===== config.mk =====
export PLATFORM = sky130hd
export DESIGN_NAME = ea_resolver
export DESIGN_NICKNAME = d
export VERILOG_FILES = /design/src/rtl/ea_resolver_pkg.sv /design/src/rtl/ear_mode_decode.sv /design/src/rtl/ear_wrap_adder.sv /design/src/rtl/ear_level_counter.sv /design/src/rtl/ea_resolver.sv
export SDC_FILE = /design/constraint.sdc
export NUM_CORES = 1
export LEC_CHECK = 0
export BUFFER_PORTS_ARGS = -buffer_cell sky130_fd_sc_hd__buf_2
export CORE_UTILIZATION = 47
export CTS_BUF_LIST = sky130_fd_sc_hd__clkbuf_4
export CTS_CLUSTER_DIAMETER = 100
export DETAILED_ROUTE_END_ITERATION = 7
export PLACE_DENSITY_LB_ADDON = 0.15
export SETUP_SLACK_MARGIN = 0.05
export SYNTH_ARGS = -nofsm -noshare
export SYNTH_HDL_FRONTEND = slang
export SYNTH_SLANG_ARGS = --single-unit
export TNS_END_PERCENT = 30

===== constraint.sdc =====
create_clock -name clk -period 2.7 [get_ports clk]
set_input_delay 0.54 -clock clk [delete_from_list [all_inputs] [get_ports clk]]
set_output_delay 0.54 -clock clk [all_outputs]
set_load 0.005 [all_outputs]

===== src/rtl/ea_resolver_pkg.sv =====
package ea_resolver_pkg;

  typedef enum logic [3:0] {
    AM_IMM   = 4'd0,
    AM_DIR   = 4'd1,
    AM_IND   = 4'd2,
    AM_REG   = 4'd3,
    AM_RIND  = 4'd4,
    AM_DISP  = 4'd5,
    AM_PCREL = 4'd6,
    AM_PRE   = 4'd7,
    AM_POST  = 4'd8
  } amode_e;

  typedef enum logic [2:0] {
    ST_IDLE,
    ST_PTR_REQ,
    ST_PTR_WAIT,
    ST_OPR_REQ,
    ST_OPR_WAIT,
    ST_DONE
  } seq_e;

  // Per-mode control derived from the mode code
  typedef struct packed {
    logic legal;        // code is assigned
    logic no_mem;       // result formed without any read
    logic opnd_is_reg;  // operand is the register value
    logic chain;        // mode walks a pointer chain
    logic post_add;     // add R after the chain
    logic start_reg;    // start address is the register
    logic add_reg;      // add register to the start address
    logic add_pc;       // add PC to the start address
  } mode_ctl_t;

endpackage


===== src/rtl/ear_mode_decode.sv =====
module ear_mode_decode
  import ea_resolver_pkg::*;
(
  input  logic [3:0] mode,
  output mode_ctl_t  ctl
);

  always_comb begin
    ctl = '0;
    ctl.legal = 1'b1;
    case (mode)
      AM_IMM:   ctl.no_mem = 1'b1;
      AM_DIR:   ;
      AM_IND:   ctl.chain = 1'b1;
      AM_REG: begin
        ctl.no_mem      = 1'b1;
        ctl.opnd_is_reg = 1'b1;
      end
      AM_RIND:  ctl.start_reg = 1'b1;
      AM_DISP:  ctl.add_reg = 1'b1;
      AM_PCREL: ctl.add_pc = 1'b1;
      AM_PRE: begin
        ctl.chain   = 1'b1;
        ctl.add_reg = 1'b1;
      end
      AM_POST: begin
        ctl.chain    = 1'b1;
        ctl.post_add = 1'b1;
      end
      default:  ctl.legal = 1'b0;
    endcase
  end

endmodule


===== src/rtl/ear_wrap_adder.sv =====
module ear_wrap_adder #(
  parameter int AW = 8
) (
  input  logic [AW-1:0] lhs,
  input  logic [AW-1:0] rhs,
  output logic [AW-1:0] sum
);

  // Carry out of the top bit is discarded: modulo 2^AW
  assign sum = lhs + rhs;

endmodule


===== src/rtl/ear_level_counter.sv =====
module ear_level_counter #(
  parameter int MAX_LEVELS = 4
) (
  input  logic clk,
  input  logic rst_n,
  input  logic clear,
  input  logic step,
  output logic at_last
);

  localparam int CW = $clog2(MAX_LEVELS + 1);
  localparam logic [CW-1:0] LAST = CW'(MAX_LEVELS - 1);

  logic [CW-1:0] count_q;

  always_ff @(posedge clk or negedge rst_n) begin
    if (!rst_n)     count_q <= '0;
    else if (clear) count_q <= '0;
    else if (step)  count_q <= count_q + 1'b1;
  end

  // The response being taken now is the final permitted level
  assign at_last = (count_q == LAST);

  AST_LEVEL_BOUND: assert property (@(posedge clk) disable iff (!rst_n)
    count_q <= CW'(MAX_LEVELS)) else $error("level count beyond limit");

endmodule


===== src/rtl/ea_resolver.sv =====
module ea_resolver
  import ea_resolver_pkg::*;
#(
  parameter int DW         = 16,
  parameter int AW         = 8,
  parameter int RW         = 3,
  parameter int MAX_LEVELS = 4
) (
  input  logic          clk,
  input  logic          rst_n,
  input  logic          req_valid,
  output logic          req_ready,
  input  logic [3:0]    req_mode,
  input  logic [AW-1:0] req_field,
  input  logic [RW-1:0] req_rsel,
  input  logic [AW-1:0] req_pc,
  output logic [RW-1:0] rf_sel,
  input  logic [DW-1:0] rf_data,
  output logic          mem_req_valid,
  input  logic          mem_req_ready,
  output logic [AW-1:0] mem_req_addr,
  input  logic          mem_rsp_valid,
  input  logic [DW-1:0] mem_rsp_data,
  output logic          res_valid,
  input  logic          res_ready,
  output logic [DW-1:0] res_operand,
  output logic [AW-1:0] res_ea,
  output logic          res_illegal,
  output logic          res_chain_err
);

  localparam int EXT = DW - AW;
  localparam int PTR_FLAG = DW - 1;

  seq_e          state_q;
  mode_ctl_t     ctl;
  logic [AW-1:0] addr_q, base_q;
  logic [DW-1:0] opnd_q;
  logic          post_q, ill_q, err_q;
  logic [AW-1:0] add_lhs, add_rhs, add_sum;
  logic [AW-1:0] reg_low, start_lhs, start_rhs;
  logic          accept, ptr_rsp, at_last;

  assign rf_sel    = req_rsel;
  assign reg_low   = rf_data[AW-1:0];
  assign req_ready = (state_q == ST_IDLE);
  assign accept    = req_valid && req_ready;
  assign ptr_rsp   = (state_q == ST_PTR_WAIT) && mem_rsp_valid;

  ear_mode_decode u_dec (
    .mode (req_mode),
    .ctl  (ctl)
  );

  // One shared adder: start address at accept, post-index at chain end
  assign start_lhs = ctl.start_reg ? reg_low : req_field;
  assign start_rhs = ctl.add_pc  ? req_pc  :
                     ctl.add_reg ? reg_low : '0;

  always_comb begin
    if (state_q == ST_IDLE) begin
      add_lhs = start_lhs;
      add_rhs = start_rhs;
    end else begin
      add_lhs = mem_rsp_data[AW-1:0];
      add_rhs = post_q ? base_q : '0;
    end
  end

  ear_wrap_adder #(.AW(AW)) u_add (
    .lhs (add_lhs),
    .rhs (add_rhs),
    .sum (add_sum)
  );

  ear_level_counter #(.MAX_LEVELS(MAX_LEVELS)) u_lvl (
    .clk     (clk),
    .rst_n   (rst_n),
    .clear   (accept),
    .step    (ptr_rsp),
    .at_last (at_last)
  );

  always_ff @(posedge clk or negedge rst_n) begin
    if (!rst_n) begin
      state_q <= ST_IDLE;
      addr_q  <= '0;
      base_q  <= '0;
      opnd_q  <= '0;
      post_q  <= 1'b0;
      ill_q   <= 1'b0;
      err_q   <= 1'b0;
    end else begin
      case (state_q)
        ST_IDLE: begin
          if (req_valid) begin
            ill_q  <= 1'b0;
            err_q  <= 1'b0;
            opnd_q <= '0;
            post_q <= ctl.post_add;
            base_q <= reg_low;
            if (!ctl.legal) begin
              ill_q   <= 1'b1;
              addr_q  <= '0;
              state_q <= ST_DONE;
            end else if (ctl.no_mem) begin
              addr_q  <= ctl.opnd_is_reg ? '0 : req_field;
              opnd_q  <= ctl.opnd_is_reg ? rf_data : {{EXT{1'b0}}, req_field};
              state_q <= ST_DONE;
            end else begin
              addr_q  <= add_sum;
              state_q <= ctl.chain ? ST_PTR_REQ : ST_OPR_REQ;
            end
          end
        end
        ST_PTR_REQ: if (mem_req_ready) state_q <= ST_PTR_WAIT;
        ST_PTR_WAIT: begin
          if (mem_rsp_valid) begin
            if (mem_rsp_data[PTR_FLAG]) begin
              if (at_last) begin
                err_q   <= 1'b1;
                addr_q  <= '0;
                state_q <= ST_DONE;
              end else begin
                addr_q  <= mem_rsp_data[AW-1:0];
                state_q <= ST_PTR_REQ;
              end
            end else begin
              addr_q  <= add_sum;
              state_q <= ST_OPR_REQ;
            end
          end
        end
        ST_OPR_REQ: if (mem_req_ready) state_q <= ST_OPR_WAIT;
        ST_OPR_WAIT: begin
          if (mem_rsp_valid) begin
            opnd_q  <= mem_rsp_data;
            state_q <= ST_DONE;
          end
        end
        ST_DONE: if (res_ready) state_q <= ST_IDLE;
        default: state_q <= ST_IDLE;
      endcase
    end
  end

  assign mem_req_valid = (state_q == ST_PTR_REQ) || (state_q == ST_OPR_REQ);
  assign mem_req_addr  = addr_q;
  assign res_valid     = (state_q == ST_DONE);
  assign res_operand   = opnd_q;
  assign res_ea        = addr_q;
  assign res_illegal   = ill_q;
  assign res_chain_err = err_q;

  AST_MEM_REQ_HOLD: assert property (@(posedge clk) disable iff (!rst_n)
    mem_req_valid && !mem_req_ready |=> mem_req_valid && $stable(mem_req_addr))
    else $error("memory request dropped or changed");

  AST_RES_HOLD: assert property (@(posedge clk) disable iff (!rst_n)
    res_valid && !res_ready |=> res_valid && $stable(res_operand) && $stable(res_ea)
      && $stable(res_illegal) && $stable(res_chain_err))
    else $error("result changed before taken");

  AST_NO_ACCEPT_PENDING: assert property (@(posedge clk) disable iff (!rst_n)
    res_valid |-> !req_ready) else $error("request taken while result pending");

  AST_FLAGS_EXCLUSIVE: assert property (@(posedge clk) disable iff (!rst_n)
    res_valid |-> !(res_illegal && res_chain_err)) else $error("both error flags");

  AST_FAULT_ZERO: assert property (@(posedge clk) disable iff (!rst_n)
    res_valid && (res_illegal || res_chain_err) |-> res_operand == '0 && res_ea == '0)
    else $error("fault result not zero");

endmodule


Word level (Yosys, flattened, before mapping)
Index checks and enable logic that the tools add are counted.
{ "op_classes": {"add_sub_neg": 2, "eq_ne": 22, "muxes": 48, "n_reduce_logical": 17} }
{ "ops": {"columns": ["operator", "n"], "rows": [
  ["$mux 8", 13],
  ["$mux 16", 5],
  ["$mux 3", 12],
  ["$pmux 16 s2", 1],
  ["$pmux 3 s6", 1],
  ["$eq 4x3->1 const B", 4],
  ["$pmux 8 s2", 1],
  ["$ne 2x2->1 const B", 7],
  ["$mux 1", 13],
  ["$eq 3x2->1 const B", 3],
  ["$reduce_or 9->1", 1],
  ["$add 8x8->8", 1],
  ["$eq 4x2->1 const B", 2],
  ["$eq 3x3->1 const B", 2],
  ["$reduce_and 3->1", 2],
  ["$reduce_and 6->1", 1],
  ["$reduce_bool 2->1", 3],
  ["$reduce_and 5->1", 1],
  ["$eq 4x1->1 const B", 1],
  ["$eq 4x4->1 const B", 1],
  ["$logic_not 4->1", 1],
  ["$reduce_or 2->1", 2],
  ["$add 3x1->3 const B", 1],
  ["$eq 3x1->1 const B", 1],
  ["other kinds (8)", 9]
]} }
{ "totals": {"regBits": 41, "input_bits": 61, "output_inout_bits": 40} }

Depth between registers and ports, before layout
Gate-level depths: netlist of the first run.
{ "logic_depth": {"depth_word": 11, "ltp_mapped": 13} }

By module
From an unflattened synthesis of the first run, not the netlist that was laid out.
{ "hier_totals": {"cells_unflattened": 371, "area_unflattened_um2": 3189.3} }
{ "modules_own_cells": {"columns": ["module", "instances", "cells_per_inst", "area_per_inst_um2"], "rows": [
  ["ea_resolver", 1, 306, 2606.2],
  ["ear_wrap_adder", 1, 38, 311.5],
  ["ear_level_counter", 1, 13, 152.6],
  ["ear_mode_decode", 1, 14, 118.9]
]} }

Least setup slack after synthesis of the first run
Ideal clock, no wire load.
{ "synth_timing": {"path_type": "input-to-reg", "start": "in req_mode[0]", "end": "reg addr_q[6] (netlist: mem_req_addr[6])", "t_arrival_ns": 2.983, "required_time_ns": 2.568, "slack_ns": -0.415, "cell_stages": 12, "path_cell_list": "buf_2 buf_1 nor3_4 mux2i_1 a21oi_1 ha_1 fa_1 a21o_1 a21oi_1 nor4b_1 o31ai_1 a21oi_1"} }
{ "synth_via": {"elab_chain_len": 11, "word_cells_on_any_way": 31, "cone_classes": "1 x add/sub; 8 x eq/ne; 18 x mux; 4 x reduce/logical"} }
{ "synth_lines": {"columns": ["element", "line_no", "source"], "rows": [
  ["from (decl)", "ea_resolver.sv:13", "input logic [3:0] req_mode,"],
  ["$eq 4x3->1", "ear_mode_decode.sv:11", "case (mode)"],
  ["$reduce_or 2->1 (no source line)", null, null],
  ["$mux 1", "ear_mode_decode.sv:11", null],
  ["$mux 8", "ea_resolver.sv:58", "ctl.add_reg ? reg_low : '0;"],
  ["$mux 8", "ea_resolver.sv:57", "assign start_rhs = ctl.add_pc ? req_pc :"],
  ["$mux 8", "ea_resolver.sv:61", "if (state_q == ST_IDLE) begin"],
  ["$add 8x8->8", "ear_wrap_adder.sv:10", "assign sum = lhs + rhs;"],
  ["$mux 8", "ea_resolver.sv:106", "end else if (ctl.no_mem) begin"],
  ["$mux 8", "ea_resolver.sv:102", "if (!ctl.legal) begin"],
  ["$mux 8", "ea_resolver.sv:96", "if (req_valid) begin"],
  ["$pmux 8 s2 *", "ea_resolver.sv:94", "case (state_q)"],
  ["to (signal assigned)", "ea_resolver.sv:107", "addr_q <= ctl.opnd_is_reg ? '0 : req_field;"],
  ["to (signal assigned)", "ea_resolver.sv:111", "addr_q <= add_sum;"],
  ["to (signal assigned)", "ea_resolver.sv:125", "addr_q <= mem_rsp_data[AW-1:0];"],
  ["to (decl)", "ea_resolver.sv:37", "logic [AW-1:0] addr_q, base_q;"]
]} }
Mark *: on every way between the ends. The rest lies on a longest branch, timed or not. The select of a mux whose other input is x is not followed.
A chain may end at the register's enable or synchronous reset.

Worst setup path in the final report of the first run
{ "layout_timing": {"start": "in req_mode[3]", "end": "reg addr_q[6] (netlist: mem_req_addr[6])"} }
Same word-level chain as after synthesis.

==> results by group, run 1 <==
Critical path
  • CP required: 2.99 ns
  • Crit end category: flop
  • Critical Path AT: 2.86 ns
  • Startpoint Class: primary input
  • Crit Path Max Fanout: 6
  • R2r startpoint: state_q[2]$_DFFE_PN0P_
  • Crit path kind: primary input to flop
  • R2R Setup Slk: 0.15 ns
  • Crit path launch: req_mode[3]

Route
  • Initial drt markers: 122
  • WL/cell: 15.9 um
  • Vias: 3,061
  • 1st-pass router iterations: 5
  • # DRC: 0
  • Remaining antenna violation count: 0
  • Post-Route WL: 8.53 mm
  • Avg Vias per Cell: 5.72

Floorplanning
  • Core Box Area: 6030 sq um
  • FP Rows: 28
  • Chip width: 81.7 um
  • I/O pin cnt: 101
  • Die Ht: 81.7 um
  • Initial Util: 49.6%
  • Full die area: 6680 sq um

Yosys
  • Ys Warns: 0
  • Yosys reg bits: 41
  • Sequential fraction of the synthesis area: 34.3%
  • Yosys cell types: 49
  • Syn_area_per_cell: 8.49 sq um
  • EDFF count, synth: 0
  • Synthesized cell area: 2990 sq um
  • Gate Count Post-Synth: 352
  • Synth Flop Type: dfrtp_1
  • Async SR Flop Fraction: 100%
  • Syn Nets: 423

GRT
  • Vias in the first global route: 2,778
  • Largest net degree at the start of global routing: 42
  • Global-route usage over all layers: 26.2%
  • Initial antenna violation count: 0
  • GR Overflow Total: 0
  • Global-route wire length before repair: 13.2 mm

Timing
  • Min Hold Slack: 0.297 ns
  • TNS Setup: 0 ns
  • Final period utilization: 95.1%
  • # setup viols final: 0
  • Worst-Margin Slew: 0.939 ns
  • Worst slew margin: 37.4%
  • RSZ-0062 raised after global routing: true
  • Fmax: 389 MHz
  • Max Clock Skew: 0.00969 ns
  • Final Slew Violations: 0
  • Final hold vios: 0
  • Period minus WS final: 2.57 ns

CTS
  • Clock Latency Late Sink: 0.36 ns
  • TritonCTS Buffers: 5
  • Clock transition at the registers of the reported paths: 0.13 ns
  • CTS tree: done
  • Clock sink count: 41
  • CTS Root Cell: clkbuf_4
  • CTS max path bufs: 2
  • # H-tree levels: 2

Placement
  • Placed insts: 524
  • Detailed placement HPWL: 6.61 mm
  • Gpl congestion: 0.907
  • Dpl cell area: 3690 sq um
  • IO Port Bufs: 94

Power and ir drop
  • Pwr dens: 919 nW/um^2
  • Static leakage: 1.78 nW
  • Worst vdd ir: 0.556 mV

Cells and area
  • Fin nets: 531
  • Fin cells: 535
  • Share of cells above drive strength 1: 38.0%
  • Leading cell type in the layout, fill and taps excluded: buf_2
  • Syn-to-layout area delta: 28.0%
  • Final Util: 63.5%
  • Final instance area: 3820 sq um
  • ANT cells: 0
  • Commonest cells after routing, fill and taps aside: buf_2 (94), nor2_1 (42), dfrtp_1 (41)
  • Fill cells: 539

Run status
  • Status: complete, no violations

Run
  • MaxCap Viol Count: 0

Min path
  • Min-delay worst type: primary input to async pin
routing by layer:
| metal | up-vias | GRT usage [%] | share of wire [%] |
|---|---|---|---|
| met3 | 17 | 3.89 | 5.1 |
| met2 | 102 | 44.3 | 49 |
| met5 | - | 0 | 0 |
| li1 | 1489 | - | - |
| met4 | 0 | 8.95 | 2.1 |
| met1 | 1453 | 34.1 | 44 |
state kept, by name, summed over array words and instances, names as in the netlist:
signal	cells
res_operand	16
mem_req_addr	8
post_q	1
base_q	8
state_q	3
res_illegal	1
u_lvl.count_q	3
res_chain_err	1
power breakdown:
group / switching (W) / internal, W / leakage [nW]
sequential: 0.000169 / 0.000903 / 0.513
clock: 0.000217 / 0.000189 / 0.0410
combinational: 0.00105 / 0.000982 / 1.23
worst max-delay path: stages:
cell	delay (ns)
buf_2	0.10
nand2b_4	0.14
nor3_4	0.23
buf_12	0.16
mux2i_1	0.18
a21oi_1	0.09
ha_2	0.20
fa_2	0.35
a21o_1	0.18
a21oi_2	0.19
o21bai_1	0.08
a21oi_1	0.14
o31ai_1	0.09
a21oi_1	0.16
timing repair:
| action | CTS | global route |
|---|---|---|
| resized for setup | 0 | 7 |
| setup buffers | 0 | 4 |
| hold buffers | 0 | 0 |
| endpoints found under the hold margin | 0 | 0 |
| setup endpoints to repair | 0 | 4 |
cell families after synthesis:
group,count (synthesis),synth area share (%)
DFF,41,34.3
xor gates and xnor gates,5,1.47
adders and majority gates,10,4.44
muxes,24,9.13
AOI/OAI and AO/OA,116,25.0
and+or+nand+nor,115,18.8
buffers and inverters,41,6.87
layout make-up:
cell class | count | area (sq um) | share of cell area, %
multi-input combinational | 270 | 1810 | 47.4
sequential | 41 | 1030 | 26.8
timing repair buffer | 134 | 787 | 20.6
tap | 75 | 93.8 | 2.45
clock buffer | 5 | 37.5 | 0.982
clock inverter | 2 | 35.0 | 0.916
inverter | 8 | 30.0 | 0.785
worst paths after layout:
| check | endpoint | cells past startpoint |
|---|---|---|
| setup / recovery | mem_req_addr[6]$_DFFE_PN0P_ | 14 |
| hold / removal | u_lvl.count_q[2]$_DFFE_PN0P_ | 1 |
| setup reg to reg | mem_req_addr[5]$_DFFE_PN0P_ | 11 |
| hold reg to reg | res_operand[9]$_DFFE_PN0P_ | 2 |
| max in group asynchronous | res_operand[9]$_DFFE_PN0P_ | 1 |
| min in group clk | base_q[0]$_DFFE_PN0P_ | 2 |
cell usage after synthesis, types with 5 or more instances:
master    number  share of area, %
buf_2          8               1.3
mux2_2        16               6.0
ha_1           9               3.8
inv_1          7              0.88
a22oi_1       15               3.8
a21oi_1       26               4.4
nor2b_1        7               1.5
nand2b_1       5               1.0
mux2i_1        7               2.3
o21ai_0       28               4.7
buf_4         11               2.8
nand2_1       38               4.8
a221oi_1      14               4.1
o22ai_1       10               2.1
nor2_1        42               5.3
dfrtp_1       41                34
clkbuf_1      12               1.5
through the flow:
stage          power, W  setup slack, ns
2_1_floorplan   0.00234           -0.182
3_5_place_dp    0.00305           -0.264
3_3_place_gp    0.00300           -0.191
5_1_grt         0.00383           0.0173
4_1_cts         0.00346            0.111
6_report        0.00351            0.131
(Power assumes the default switching activity.)
==> inputs of run 2 (changes only) <==
Settings changed: CORE_UTILIZATION 47 to 48, RECOVER_POWER set to 50, SYNTH_HIERARCHICAL set to 1.
==> results by group, run 2 <==
Critical path
  • Crit end category: flop
  • Critical Path AT: 3.19 ns
  • CP max stage delay: 0.39 ns
  • Startpoint Class: primary input
  • Crit Path Max Fanout: 3
  • Crit-path slowest cell: or3b_1
  • Buf+Inv Stages, Crit Path: 1
  • Cell Chain, Critical Path: buf_6, nor4b_4, mux2i_1, a21oi_1, ha_2, fa_2, a211oi_2, nor3_1, or3b_1, nor2b_1, a31o_2, a22oi_2, a31oi_1
  • Crit path kind: primary input to flop
  • CP required: 2.91 ns
  • CP top delay family: simple AND/OR/NAND/NOR gates

GRT
  • Global-route wire length before repair: 14.5 mm
  • Global-route usage over all layers: 25.8%
  • GR Overflow Total: 0
  • Largest net degree at the start of global routing: 42
  • Vias in the first global route: 3,014
  • Initial antenna violation count: 0

Timing
  • # setup viols final: 5
  • Worst slew margin: -40.7%
  • Final hold vios: 0
  • RSZ-0062 raised after global routing: true
  • Period minus WS final: 2.99 ns
  • Worst-Margin Slew: 2.11 ns
  • Final period utilization: 111%
  • Worst Slack Setup Final: -0.285 ns
  • Final Slew Violations: 42
  • Max Clock Skew: 0.0175 ns
  • Fmax: 335 MHz
  • TNS Setup: -1.06 ns

Yosys
  • Sequential fraction of the synthesis area: 32.2%
  • Gate Count Post-Synth: 371
  • EDFF count, synth: 0
  • Async SR Flop Fraction: 100%
  • Synth area leader: dfrtp_1
  • Yosys reg bits: 41
  • Area contributors post-synth: dfrtp_1 (32%), a21oi_1 (6.6%), mux2i_1 (5.6%)
  • Ys Warns: 6
  • Yosys cell types: 57
  • Synth Flop Type: dfrtp_1
  • Commonest cells post-synth: nand2_1 (48), nor2_1 (44), a21oi_1 (42)
  • Syn_area_per_cell: 8.60 sq um
  • Area share of the largest cell type after synthesis: 32.2%
  • Syn Nets: 442
  • Most common cell in the netlist: nand2_1
  • Synthesized cell area: 3190 sq um

Power and ir drop
  • Clock group share of total power: 12.7%
  • Sw Pwr: 0.00165 W
  • Sequential Power Share: 26.8%
  • Comb power frac: 60.5%
  • Pint: 0.00239 W
  • Switching share of total power: 40.9%
  • Pwr dens: 963 nW/um^2
  • Total Power: 0.00404 W
  • Static leakage: 1.93 nW
  • Worst vdd ir: 0.525 mV

Placement
  • Dpl cell area: 3940 sq um
  • Gpl congestion: 0.866
  • Pre-CTS setup slack: -0.758 ns
  • Detailed placement HPWL: 6.83 mm
  • IO Port Bufs: 94

Cells and area
  • Leading cell type in the layout, fill and taps excluded: buf_2
  • Share of cells above drive strength 1: 41.8%
  • Sequential cell area: 1030 sq um
  • ANT cells: 0
  • Commonest cells after routing, fill and taps aside: buf_2 (90), nand2_1 (48), buf_4 (47)
  • Max reg flops: 16
  • Fin nets: 561
  • Fill cells: 546
  • Final Util: 65.7%
  • Final instance area: 4200 sq um
  • Syn-to-layout area delta: 31.6%
  • Multi-input combinational cell area: 2030 sq um

Route
  • Initial drt markers: 156
  • Vias: 3,072
  • 1st-pass router iterations: 4
  • Remaining antenna violation count: 0
  • # DRC: 0
  • Post-Route WL: 8.74 mm
  • WL/cell: 15.4 um
  • Avg Vias per Cell: 5.41

CTS
  • TritonCTS Buffers: 5
  • CTS Root Cell: clkbuf_4
  • Clock sink count: 41
  • # H-tree levels: 2
  • CTS max path bufs: 2
  • Quantity of hold-fixing buffers added after cts: 0
  • Clock Latency Late Sink: 0.36 ns
  • CTS tree: done
  • Clock transition at the registers of the reported paths: 0.12 ns

Run status
  • Status: finished, violations left
  • Violated checks: max-capacitance violations, max-slew violations, negative setup slack

Run
  • MaxCap Viol Count: 1

Floorplanning
  • Core Box Area: 6390 sq um
  • I/O pin cnt: 101
  • FP Rows: 29
  • Initial Util: 49.9%
  • Full die area: 6970 sq um
  • Chip width: 83.5 um
  • Die Ht: 83.5 um

Min path
  • Min-delay worst type: primary input to flop
-- run 2: cell type report --
type,instances,share of cell area [%]
clock inverter,3,1.64
multi-input combinational,287,48.4
clock buffer,5,0.894
timing repair buffer,145,21.4
inverter,10,0.954
tap,77,2.30
sequential,41,24.4
-- run 2: worst reg2reg max path, delay by kind of cell, from the launching register on --
kind                     cells  cell delay [ns]
buffers and inverters        2             0.34
AND/OR/NAND/NOR              5             0.85
AO/OA/AOI/OAI                5             0.87
flip-flops                   1             0.43
adder cells (fa/ha/maj)      1             0.30
-- run 2: cell families (layout without fill, tap and decap cells) --
logic type	Yosys count	count (layout)	share of synthesized area [%]
adders and majority gates	10	10	4.16
AOI/OAI and AO/OA	112	112	24.6
and+or+nand+nor	135	135	21.9
buffers and inverters	43	163	7.89
xor gates and xnor gates	8	8	2.20
muxes	22	22	7.06
DFF	41	41	32.2
-- run 2: what timing repair did --
action	4_1_cts	5_1_grt
gates cloned	0	0
setup buffers	0	4
pin swaps	5	13
setup endpoints to repair	5	5
resized for setup	14	19
-- run 2: layer usage --
| layer | track usage, % | vias up | wire length (um) |
|---|---|---|---|
| met5 | 0 | - | 0 |
| li1 | - | 1547 | - |
| met1 | 34.7 | 1418 | 3970 |
| met4 | 7.09 | 0 | 142 |
| met2 | 43.4 | 94 | 4190 |
| met3 | 4.15 | 13 | 433 |
-- run 2: metrics by stage --
| step | instances | hold slack, ns |
|---|---|---|
| after floorplan | 371 | 0.244 |
| after global placement | 556 | 0.458 |
| after detailed placement | 556 | 0.464 |
| after CTS | 564 | 0.315 |
| after global routing | 568 | 0.424 |
| final | 568 | 0.438 |
-- run 2: power groups by stage --
stage,Clock (W),Sequential (W),Combinational (W)
floorplan,0,0.00110,0.00154
detailed placement,0,0.00110,0.00229
finish,0.000514,0.00108,0.00244
global placement,0,0.00108,0.00222
global route,0.000554,0.00113,0.00271
CTS,0.000527,0.00109,0.00232
-- run 2: path summary, 6_finish.rpt --
| path | start | cells past startpoint | slack [ns] | endpoint |
|---|---|---|---|---|
| setup / recovery | req_mode[0] | 13 | -0.29 | mem_req_addr[6]$_DFFE_PN0P_ |
| hold / removal | rf_data[7] | 3 | 0.44 | base_q[7]$_DFFE_PN0P_ |
| setup reg to reg | state_q[1]$_DFFE_PN0P_ | 13 | -0.23 | mem_req_addr[6]$_DFFE_PN0P_ |
| hold reg to reg | base_q[5]$_DFFE_PN0P_ | 2 | 0.50 | base_q[5]$_DFFE_PN0P_ |
| max in group asynchronous | rst_n | 1 | 0.71 | mem_req_addr[7]$_DFFE_PN0P_ |
| min in group asynchronous | rst_n | 1 | 0.77 | res_operand[9]$_DFFE_PN0P_ |
